### config.mk
export PLATFORM = sky130hd
export DESIGN_NAME = profile_line_parser
export DESIGN_NICKNAME = d
export VERILOG_FILES = /design/src/rtl/prl_pkg.sv /design/src/rtl/prl_char_class.sv /design/src/rtl/prl_nibble_shift.sv /design/src/rtl/prl_line_fsm.sv /design/src/rtl/profile_line_parser.sv
export SDC_FILE = /design/constraint.sdc
export NUM_CORES = 1
export LEC_CHECK = 0
export ABC_CLOCK_PERIOD_IN_PS = 2900
export BUFFER_PORTS_ARGS = -buffer_cell sky130_fd_sc_hd__buf_2
export CAP_MARGIN = 15
export CORE_ASPECT_RATIO = 0.6
export CORE_MARGIN = 2
export CORE_UTILIZATION = 30
export DETAILED_ROUTE_END_ITERATION = 12
export GPL_TIMING_DRIVEN = 0
export PLACE_DENSITY = 0.59
export SLEW_MARGIN = 10
export SYNTH_ARGS = -nofsm -noshare
export SYNTH_HDL_FRONTEND = slang
export SYNTH_HIERARCHICAL = 1
export SYNTH_SLANG_ARGS = --single-unit
### constraint.sdc
create_clock -name clk -period 2.9 [get_ports clk]
set_clock_uncertainty 0.15 [all_clocks]
set_input_delay 0.145 -clock clk [delete_from_list [all_inputs] [get_ports clk]]
set_output_delay 0.145 -clock clk [all_outputs]
set_load 0.02 [all_outputs]
### src/rtl/prl_pkg.sv
// Package: prl_pkg
// Shared format constants, parser state type and character class record
// for the hex profile record parser. Assumes the fixed record layout
// of 8/4/4/2 hex digits and a 4-digit address.
package prl_pkg;

    localparam int FREQ_DIGITS  = 8;
    localparam int PHASE_DIGITS = 4;
    localparam int AMP_DIGITS   = 4;
    localparam int DWELL_DIGITS = 2;
    localparam int ADDR_DIGITS  = 4;
    localparam int PHASE_KEEP   = 14;
    localparam int AMP_KEEP     = 10;
    localparam int REC_DIGITS   = FREQ_DIGITS + PHASE_DIGITS + AMP_DIGITS + DWELL_DIGITS;
    localparam int REC_BITS     = 4 * REC_DIGITS;
    localparam int FREQ_BITS    = 4 * FREQ_DIGITS;
    localparam int DWELL_BITS   = 4 * DWELL_DIGITS;
    localparam int WORD_BITS    = FREQ_BITS + PHASE_KEEP + AMP_KEEP + DWELL_BITS;
    // Bit offsets of each field inside the record shift register
    localparam int DWELL_LSB    = 0;
    localparam int AMP_LSB      = DWELL_LSB + 4 * DWELL_DIGITS;
    localparam int PHASE_LSB    = AMP_LSB + 4 * AMP_DIGITS;
    localparam int FREQ_LSB     = PHASE_LSB + 4 * PHASE_DIGITS;

    typedef enum logic [3:0] {
        PS_LINE,    // start of a line
        PS_T_CHAN,  // after 't': channel digit
        PS_T_GAP,   // first mandatory space
        PS_T_SKIP,  // further spaces or first address digit
        PS_T_ADDR,  // address digits
        PS_M_GAP,   // after 'm': first mandatory space
        PS_M_SKIP,  // further spaces or mode argument
        PS_M_END,   // terminator after mode argument
        PS_REC,     // record fields
        PS_DROP     // discarding rest of a bad line
    } prl_state_e;

    typedef struct packed {
        logic       is_hex;
        logic [3:0] nib;
        logic       is_term;
        logic       is_space;
        logic       is_comma;
        logic       is_t;
        logic       is_m;
        logic       is_zero;
        logic       is_one;
    } prl_char_t;

    // Digit count required for record field index f
    function automatic logic [3:0] field_len(input logic [1:0] f);
        case (f)
            2'd0:    return 4'(FREQ_DIGITS);
            2'd1:    return 4'(PHASE_DIGITS);
            2'd2:    return 4'(AMP_DIGITS);
            default: return 4'(DWELL_DIGITS);
        endcase
    endfunction

endpackage

### src/rtl/prl_char_class.sv
// Module: prl_char_class
// Purely combinational classifier of one ASCII byte. Folds upper-case
// letters to lower case and yields the hex nibble value. Assumes 7-bit
// ASCII; bytes above 0x7F fall in no class.
module prl_char_class
    import prl_pkg::*;
(
    input  logic [7:0] ch,
    output prl_char_t  cls
);

    logic [7:0] lc;
    logic       is_dig;
    logic       is_af;

    // Fold case and classify the byte
    always_comb begin
        lc           = (ch >= 8'h41 && ch <= 8'h5A) ? (ch | 8'h20) : ch;
        is_dig       = (lc >= 8'h30) && (lc <= 8'h39);
        is_af        = (lc >= 8'h61) && (lc <= 8'h66);
        cls.is_hex   = is_dig || is_af;
        cls.nib      = is_dig ? lc[3:0] : (lc[3:0] + 4'd9);
        cls.is_term  = (ch == 8'h0D) || (ch == 8'h0A);
        cls.is_space = (ch == 8'h20);
        cls.is_comma = (ch == 8'h2C);
        cls.is_t     = (lc == 8'h74);
        cls.is_m     = (lc == 8'h6D);
        cls.is_zero  = (ch == 8'h30);
        cls.is_one   = (ch == 8'h31);
    end

endmodule

### src/rtl/prl_nibble_shift.sv
// Module: prl_nibble_shift
// Shift register that collects hex nibbles most significant first.
// Holds DIGITS nibbles; older nibbles fall off the top. Assumes the
// controller enforces exact digit counts, so no clear is needed.
module prl_nibble_shift #(
    parameter int DIGITS = 18,
    localparam int W     = 4 * DIGITS
) (
    input  logic         clk,
    input  logic         rst_n,
    input  logic         shift_en,
    input  logic [3:0]   nib,
    output logic [W-1:0] sr
);

    // Shift one nibble in at the least significant end
    always_ff @(posedge clk) begin
        if (!rst_n)        sr <= '0;
        else if (shift_en) sr <= {sr[W-5:0], nib};
    end

endmodule

### src/rtl/prl_line_fsm.sv
// Module: prl_line_fsm
// Line grammar controller. Walks address, record and mode lines one
// byte per accepted cycle. It drives the nibble shifter, keeps the armed
// channel and address, and registers the write, mode and error pulses.
// Assumes the shifter holds every digit of the current line in order.
module prl_line_fsm
    import prl_pkg::*;
#(
    parameter int ADDR_W = 15
) (
    input  logic                 clk,
    input  logic                 rst_n,
    input  logic                 in_valid,
    input  prl_char_t            cls,
    input  logic [REC_BITS-1:0]  sr,
    output logic                 shift_en,
    output logic                 wr_en,
    output logic                 wr_chan,
    output logic [ADDR_W-1:0]    wr_addr,
    output logic [WORD_BITS-1:0] wr_data,
    output logic                 stop_pulse,
    output logic                 toggle_pulse,
    output logic                 err_pulse
);

    prl_state_e          state_q, state_d;
    logic [3:0]          cnt_q, cnt_d;
    logic [1:0]          fld_q, fld_d;
    logic                arm_q, arm_d;
    logic                achan_q, achan_d;
    logic [ADDR_W-1:0]   aaddr_q, aaddr_d;
    logic                tch_q, tch_d;
    logic                mtog_q, mtog_d;
    logic                ev_wr, ev_stop, ev_tog, ev_err;
    logic                addr_ok;
    logic [WORD_BITS-1:0] word;
    logic                unused_sr;

    // Address range check and packed data word from the shifter
    assign addr_ok   = ((32'(sr[4*ADDR_DIGITS-1:0]) >> ADDR_W) == 32'd0);
    assign word      = {sr[FREQ_LSB +: FREQ_BITS],
                        sr[PHASE_LSB +: PHASE_KEEP],
                        sr[AMP_LSB +: AMP_KEEP],
                        sr[DWELL_LSB +: DWELL_BITS]};
    assign unused_sr = ^{sr[PHASE_LSB+PHASE_KEEP +: 4*PHASE_DIGITS-PHASE_KEEP],
                         sr[AMP_LSB+AMP_KEEP +: 4*AMP_DIGITS-AMP_KEEP]};

    // Next-state and event decode for one accepted byte
    always_comb begin
        state_d  = state_q;
        cnt_d    = cnt_q;
        fld_d    = fld_q;
        arm_d    = arm_q;
        achan_d  = achan_q;
        aaddr_d  = aaddr_q;
        tch_d    = tch_q;
        mtog_d   = mtog_q;
        shift_en = 1'b0;
        ev_wr    = 1'b0;
        ev_stop  = 1'b0;
        ev_tog   = 1'b0;
        ev_err   = 1'b0;
        if (in_valid) begin
            unique case (state_q)
                PS_LINE: begin
                    if (cls.is_term) begin
                        state_d = PS_LINE;
                    end else if (cls.is_t) begin
                        state_d = PS_T_CHAN;
                    end else if (cls.is_m) begin
                        state_d = PS_M_GAP;
                    end else if (cls.is_hex && arm_q) begin
                        shift_en = 1'b1;
                        cnt_d    = 4'd1;
                        fld_d    = 2'd0;
                        state_d  = PS_REC;
                    end else begin
                        ev_err = 1'b1;
                    end
                end
                PS_T_CHAN: begin
                    if (cls.is_zero || cls.is_one) begin
                        tch_d   = cls.is_one;
                        state_d = PS_T_GAP;
                    end else begin
                        ev_err = 1'b1;
                    end
                end
                PS_T_GAP: begin
                    if (cls.is_space) state_d = PS_T_SKIP;
                    else              ev_err  = 1'b1;
                end
                PS_T_SKIP: begin
                    if (cls.is_space) begin
                        state_d = PS_T_SKIP;
                    end else if (cls.is_hex) begin
                        shift_en = 1'b1;
                        cnt_d    = 4'd1;
                        state_d  = PS_T_ADDR;
                    end else begin
                        ev_err = 1'b1;
                    end
                end
                PS_T_ADDR: begin
                    if (cls.is_hex && cnt_q != 4'(ADDR_DIGITS)) begin
                        shift_en = 1'b1;
                        cnt_d    = cnt_q + 4'd1;
                    end else if (cls.is_term && cnt_q == 4'(ADDR_DIGITS) && addr_ok) begin
                        arm_d   = 1'b1;
                        achan_d = tch_q;
                        aaddr_d = sr[ADDR_W-1:0];
                        state_d = PS_LINE;
                    end else begin
                        ev_err = 1'b1;
                    end
                end
                PS_M_GAP: begin
                    if (cls.is_space) state_d = PS_M_SKIP;
                    else              ev_err  = 1'b1;
                end
                PS_M_SKIP: begin
                    if (cls.is_space) begin
                        state_d = PS_M_SKIP;
                    end else if (cls.is_zero) begin
                        mtog_d  = 1'b0;
                        state_d = PS_M_END;
                    end else if (cls.is_t) begin
                        mtog_d  = 1'b1;
                        state_d = PS_M_END;
                    end else begin
                        ev_err = 1'b1;
                    end
                end
                PS_M_END: begin
                    if (cls.is_term) begin
                        ev_stop = !mtog_q;
                        ev_tog  = mtog_q;
                        arm_d   = 1'b0;
                        state_d = PS_LINE;
                    end else begin
                        ev_err = 1'b1;
                    end
                end
                PS_REC: begin
                    if (cls.is_hex && cnt_q != field_len(fld_q)) begin
                        shift_en = 1'b1;
                        cnt_d    = cnt_q + 4'd1;
                    end else if (cls.is_comma && fld_q != 2'd3 && cnt_q == field_len(fld_q)) begin
                        fld_d = fld_q + 2'd1;
                        cnt_d = 4'd0;
                    end else if (cls.is_term && fld_q == 2'd3 && cnt_q == field_len(fld_q)) begin
                        ev_wr   = 1'b1;
                        arm_d   = 1'b0;
                        state_d = PS_LINE;
                    end else begin
                        ev_err = 1'b1;
                    end
                end
                PS_DROP: begin
                    if (cls.is_term) state_d = PS_LINE;
                end
                default: state_d = PS_LINE;
            endcase
            if (ev_err) begin
                arm_d   = 1'b0;
                state_d = cls.is_term ? PS_LINE : PS_DROP;
            end
        end
    end

    // Parser state registers
    always_ff @(posedge clk) begin
        if (!rst_n) begin
            state_q <= PS_LINE;
            cnt_q   <= '0;
            fld_q   <= '0;
            arm_q   <= 1'b0;
            achan_q <= 1'b0;
            aaddr_q <= '0;
            tch_q   <= 1'b0;
            mtog_q  <= 1'b0;
        end else begin
            state_q <= state_d;
            cnt_q   <= cnt_d;
            fld_q   <= fld_d;
            arm_q   <= arm_d;
            achan_q <= achan_d;
            aaddr_q <= aaddr_d;
            tch_q   <= tch_d;
            mtog_q  <= mtog_d;
        end
    end

    // Registered output pulses and write payload
    always_ff @(posedge clk) begin
        if (!rst_n) begin
            wr_en        <= 1'b0;
            wr_chan      <= 1'b0;
            wr_addr      <= '0;
            wr_data      <= '0;
            stop_pulse   <= 1'b0;
            toggle_pulse <= 1'b0;
            err_pulse    <= 1'b0;
        end else begin
            wr_en        <= ev_wr;
            stop_pulse   <= ev_stop;
            toggle_pulse <= ev_tog;
            err_pulse    <= ev_err;
            if (ev_wr) begin
                wr_chan <= achan_q;
                wr_addr <= aaddr_q;
                wr_data <= word;
            end
        end
    end

    // a completed write has consumed the arm
    a_r7_arm_consumed: assert property (@(posedge clk) disable iff (!rst_n)
        wr_en |-> !arm_q);

    // record parsing only runs under an armed address
    a_r7_rec_armed: assert property (@(posedge clk) disable iff (!rst_n)
        (state_q == PS_REC) |-> arm_q);

    // at most one kind of pulse per accepted byte
    a_r9_one_event: assert property (@(posedge clk) disable iff (!rst_n)
        $onehot0({wr_en, stop_pulse, toggle_pulse, err_pulse}));

    // discarding a line raises nothing further
    a_r9_drop_quiet: assert property (@(posedge clk) disable iff (!rst_n)
        (state_q == PS_DROP) |=> !err_pulse && !wr_en);

    // no movement and no pulse without in_valid
    a_r11_idle_hold: assert property (@(posedge clk) disable iff (!rst_n)
        !in_valid |=> $stable(state_q) && !(wr_en || stop_pulse || toggle_pulse || err_pulse));

    // digit counter never exceeds the widest field
    a_r6_count_bound: assert property (@(posedge clk) disable iff (!rst_n)
        (state_q == PS_REC) |-> (cnt_q <= 4'(FREQ_DIGITS)));

endmodule

### src/rtl/profile_line_parser.sv
// Module: profile_line_parser
// Top of the hex profile record parser: classifier, nibble shifter and
// line controller. Takes one byte per cycle when in_valid is high and
// gives registered write, stop, toggle and error pulses. Assumes bytes
// come from a UART receiver with no back-pressure.
module profile_line_parser
    import prl_pkg::*;
#(
    parameter int ADDR_W = 15
) (
    input  logic                 clk,
    input  logic                 rst_n,
    input  logic                 in_valid,
    input  logic [7:0]           in_byte,
    output logic                 wr_en,
    output logic                 wr_chan,
    output logic [ADDR_W-1:0]    wr_addr,
    output logic [WORD_BITS-1:0] wr_data,
    output logic                 stop_pulse,
    output logic                 toggle_pulse,
    output logic                 err_pulse
);

    prl_char_t           cls;
    logic                shift_en;
    logic [REC_BITS-1:0] sr;

    prl_char_class u_class (
        .ch  (in_byte),
        .cls (cls)
    );

    prl_nibble_shift #(.DIGITS(REC_DIGITS)) u_shift (
        .clk      (clk),
        .rst_n    (rst_n),
        .shift_en (shift_en),
        .nib      (cls.nib),
        .sr       (sr)
    );

    prl_line_fsm #(.ADDR_W(ADDR_W)) u_fsm (
        .clk          (clk),
        .rst_n        (rst_n),
        .in_valid     (in_valid),
        .cls          (cls),
        .sr           (sr),
        .shift_en     (shift_en),
        .wr_en        (wr_en),
        .wr_chan      (wr_chan),
        .wr_addr      (wr_addr),
        .wr_data      (wr_data),
        .stop_pulse   (stop_pulse),
        .toggle_pulse (toggle_pulse),
        .err_pulse    (err_pulse)
    );

endmodule

== Yosys cells after proc, flatten, opt, wreduce, memory -nomap -nowiden ==
Cells that the tools add are included.

* Reductions and logical operators: 35
* Equality and inequality tests: 49
* Add/subtract/negate cells: 3
* Bitwise operators: 2
* $lt $le $gt $ge: 6
* Mux-type cells: 94

{| class="wikitable"
|+ Operators by type and width
! cell !! count
|-
| 2-to-1 mux 4 bit || 39
|-
| 2-to-1 mux 1 bit || 41
|-
| one-hot mux 4 bit (9 select lines) || 1
|-
| equality test 8 x 6 -> 1 bit, second input constant || 4
|-
| zero test 32 bit || 1
|-
| equality test 4 x 3 -> 1 bit, second input constant || 5
|-
| != test 3 x 1 -> 1 bit, second input constant || 6
|-
| equality test 8 x 4 -> 1 bit, second input constant || 2
|-
| equality test 8 x 7 -> 1 bit, second input constant || 2
|-
| greater-or-equal comparator 8 x 7 -> 1 bit, second input constant || 2
|-
| <= comparator 8 x 7 -> 1 bit, second input constant || 2
|-
| one-hot mux 4 bit (4 select lines) || 1
|-
| AND reduction 8 bit || 2
|-
| AND reduction 13 bit || 1
|-
| logical AND 1 bit || 12
|-
| 2-to-1 mux 2 bit || 6
|-
| != test 2 bit, second input constant || 6
|-
| AND reduction 4 bit || 3
|-
| AND reduction 10 bit || 1
|-
| != test 3 bit, second input constant || 3
|-
| equality test 4 x 2 -> 1 bit, second input constant || 2
|-
| equality test 4 bit || 2
|-
| equality test 4 bit, second input constant || 2
|-
| greater-or-equal comparator 8 x 6 -> 1 bit, second input constant || 1
|-
| 30 further kinds || 42
|}

* Logic and storage cells: 205
* Output and inout bits: 84
* Flip-flop bits (word level): 185
* Input port bits: 11

== Longest topological paths before layout ==
* Depth in word-level cells: 25
* Mapped depth: 15
* Depth with buffers taken out: 12

== Hierarchy ==
The synthesis kept the hierarchy.

{| class="wikitable"
|+ Modules (own cells, without submodules)
! module !! instances !! area each (um^2) !! sequential area each (um^2) !! cells an instance
|-
| prl_line_fsm || 1 || 4,593.2 || 2,262.2 || 569
|-
| prl_nibble_shift || 1 || 2,760.1 || 1,441.4 || 232
|-
| prl_char_class || 1 || 322.8 || 0.0 || 42
|}

== Worst setup path before layout ==
Ideal clock, no wire load.

* Path kind: input to register
* Start point: in in_byte[0]
* End point: reg u_fsm.cnt_q[2]
* Setup slack: 0.066 ns
* Library setup time: 0.070 ns
* Path buffers: 1
* Stages: 12
* Required time: 2.680 ns
* Arrival time: 2.614 ns
* Cells stage by stage: inv_1 -> ha_1 -> nor3b_1 -> or4_1 -> o21bai_1 -> buf_2 -> nand2_1 -> nor4_1 -> o21ai_0 -> a311o_1 -> or4b_1 -> a21oi_1

{| class="wikitable"
|+ RTL lines
! element !! RTL line !! text
|-
| start, declared || profile_line_parser.sv:14 || <nowiki>input logic [7:0] in_byte,</nowiki>
|-
| end signal, assigned || prl_line_fsm.sv:184 || <nowiki>cnt_q <= cnt_d;</nowiki>
|-
| end, declared || prl_line_fsm.sv:27 || <nowiki>logic [3:0] cnt_q, cnt_d;</nowiki>
|}

==> impl_metrics.csv <==
group,metric,value,unit
outcome,outcome,"complete, no violations",
drt,wl_per_cell,15.6,µm
finish,utilization,37.0,%
worst_hold_path,min_to,"u_shift/sr[69]",
cts,htreeDepth,4,
cts,worstSkewPairLatency,430,ps
drt,dr.pass1.iters,5,
timing,hold_viol_final,0,
power,cellLeakagePower,3.48,nW
synth,syn_inst,843,
cts,cts_tree,"built",
synth,synth_area_leader_cell,"dfxtp_1",
cts,root_buffer,"clkbuf_16",
setup_path,arrival,3030,ps
timing,maxSlewHeadroom,35.9,%
setup_path,worstSetupEndpointType,"flop",
synth,synth_seq_area_share,48.2,%
global_route,grt.overflow.total,0,
global_route,grt_pass1_vias,5747,
synth,yosys_warnings,6,
setup_path,crit_chain,"clkbuf_4 -> inv_1 -> ha_1 -> nor3b_1 -> or4_1 -> o21bai_1 -> buf_4 -> nand2_2 -> nor4_4 -> o21ai_0 -> a311o_2 -> or4b_1 -> a21oi_1",
synth,synthSimpleGateAreaFrac,21.8,%
setup_path,r2r-end,"u_fsm/cnt_q[2]",
finish,final_common_cell,"dfxtp_1",
synth,synth_seq_cells,185,
drt,ant_nets,0,
synth,syn_avg_cell_area,9.11,µm²
worst_hold_path,whs_path_depth,2,
synth,syn_area,7680,µm²
worst_hold_path,hold_start,"rst_n",
global_route,grt_usage,15.4,%
synth,synthMuxAreaShare,12.5,%
timing,hold-worst-slack,9.55,ps
place,place_inst,1265,
drt,drt-total-wl,20300,µm
floorplanning,die_y,128,µm
place,hpwl,14700,µm
drt,vias_per_cell,4.73,
global_route,grt_max_degree,17,
timing,fmax,0.355,GHz
place,gp_congestion,0.892,
drt,via_count,6172,
setup_path,crit_fanout,7,
synth,synth_edf_count,0,
finish,area_growth,21.5,%
synth,synth_top_family_by_area,"simple AND/OR/NAND/NOR gates",
finish,fin_nets,985,
floorplanning,initial_core_util,30.4,%
timing,setup_viol,0,
global_route,grt_pass1_wl,32100,µm
synth,synthDistinctLibCells,62,
cts,cts_made_buffers,17,
finish,seqCellArea,3700,µm²
finish,antennaDiodeCount,0,
setup_path,cp-start-kind,"primary input",
global_route,antenna_found_initial,0,
cts,path_clk_slew,70,ps
floorplanning,die_x,211,µm
power,ir_drop,0.000308,V
synth,synth_xor_area_share,0.456,%
place,portBuffers,93,
power,p_per_area,561,nW/µm²
setup_path,crit_type,"in2reg",
setup_path,cp.required,3120,ps
global_route,grt_util_met2,20.0,%
synth,ys.flop_type,"dfxtp_1",
cts,clock_path_buffers,2,
synth,synthAdderAreaFrac,1.63,%
setup_path,crit_slowest_cell,"or4b_1",
drt,drt_iter0_markers,346,
timing,post-route-period-util,97.0,%
floorplanning,design.core.area,25200,µm²
worst_hold_path,hold_class,"in2reg",
global_route,grt-busiest-layer,"met1",
global_route,met3_usage,4.80,%
setup_path,crit_family,"simple AND/OR/NAND/NOR gates",
synth,synth-compound-area-share,10.6,%
setup_path,r2r_start,"u_fsm/fld_q[0]",
global_route,grt_use_met1,23.8,%
floorplanning,rows,45,
finish,finalNonFillerCells,1306,
synth,syn-num-nets,864,
setup_path,r2r_cells,8,
setup_path,path_buf_inv,3,
floorplanning,dieArea,26900,µm²
synth,netlist_top_cells_area,"dfxtp_1 (48%), mux2i_1 (12%), nand2_1 (8.8%)",
finish,multi_input_area,3670,µm²
synth,synth_top_area_share,48.2,%
timing,period_minus_slack,2810,ps
drt,drc,0,
floorplanning,io_pins,95,
cts,clkSinkCount,185,
synth,synthArstFlopShare,0,%
finish,most-common-layout-cells,"dfxtp_1 (185), nand2_1 (179), buf_2 (97), mux2i_1 (93), a21oi_1 (90)",
setup_path,rrSetupSlack,130,ps
flow_run,maxCapViolations,0,
finish,num-fill-cells,2587,
finish,drive_above_1_share,18.6,%
timing,tightest_slew,949,ps
timing,drv_slew,0,
setup_path,cp_slowest_stage_delay,480,ps
worst reg2reg max path, cell delays in order (launching register included):
cell and delay [ps]:
dfxtp_1 390, inv_1 70, ha_1 320, xnor2_1 260, nand4_4 210, nand2b_4 210, a311o_2 460, or4b_1 490
a21oi_1 140
power breakdown:
group	internal (W)	switching, W	leakage (nW)
sequential	0.00255	0.0000191	1.49
clock	0.00121	0.00104	0.278
combinational	0.000151	0.000254	1.71
how the worst max path moves through the flow:
stage	start	cells after the start	to	slack [ps]
after floorplan	in_byte[0]	12	u_fsm/cnt_q[2]	70
after detailed placement	in_byte[4]	9	u_fsm/wr_data[21]	-910
after global placement	in_byte[4]	9	u_fsm/wr_data[53]	-940
final	in_byte[1]	13	u_fsm/cnt_q[2]	90
after global routing	in_byte[1]	16	u_shift/sr[60]	-10
after CTS	in_byte[1]	16	u_shift/sr[29]	50
state kept, by name, indices dropped and copies added (netlist names), 2 cells and up:
register       cells
u_fsm/fld_q        2
u_fsm/state_q      4
u_fsm/wr_addr     15
u_fsm/cnt_q        4
u_fsm/aaddr_q     15
u_fsm/wr_data     64
u_shift/sr        72
layer usage:
layer	vias up	wire, µm
met5	-	0
met4	0	231
met3	17	1340
met2	168	7700
met1	2897	11100
li1	3090	-
metrics by stage:
step / setup TNS (ps) / setup slack (ps) / instance area (µm²) / total power [W]
5_1_grt: -11.0 / -10.1 / 9320 / 0.00546
4_1_cts: 0 / 50.9 / 9190 / 0.00526
3_5_place_dp: -111130 / -913 / 8550 / 0.00301
2_1_floorplan: 0 / 65.9 / 7680 / 0.00290
6_report: 0 / 86.5 / 9320 / 0.00523
3_3_place_gp: -112280 / -940 / 8550 / 0.00301
final cells by class:
class	instances	area share, %
buffer	56	3.73
clock buffer	18	4.71
clock inverter	14	1.34
inverter	14	0.564
multi-input combinational	588	39.4
sequential	185	39.7
tap	329	4.42
timing repair buffer	102	6.12
kinds of logic after synthesis:
kind of cell / after synthesis
simple gates: 344
flops: 185
compound gates: 135
mux: 95
buf+inv: 70
fa+ha+maj: 10
xor+xnor: 4
synthesized netlist by cell type, types with 4 or more instances:
| library cell | count |
|---|---|
| ha_1 | 10 |
| nor3_1 | 6 |
| buf_2 | 5 |
| o21ai_0 | 9 |
| inv_1 | 13 |
| a221oi_1 | 4 |
| nand4_1 | 4 |
| nor2b_1 | 76 |
| buf_8 | 7 |
| nor2_1 | 35 |
| dfxtp_1 | 185 |
| mux2i_1 | 93 |
| a21oi_1 | 90 |
| nand3_1 | 4 |
| clkbuf_1 | 40 |
| xnor2_1 | 4 |
| nor4_1 | 5 |
| nand2_1 | 180 |
| a31oi_1 | 5 |
| and3_1 | 6 |
repair_timing:
action,in CTS,in global routing
hold buffers,2,0
pin swaps,1,6
hold endpoints to repair,2,0
setup buffers,0,6
cloned,0,1
resized for setup,12,26
setup endpoints to repair,154,163
Note: power is estimated with default switching activity, not from simulation.
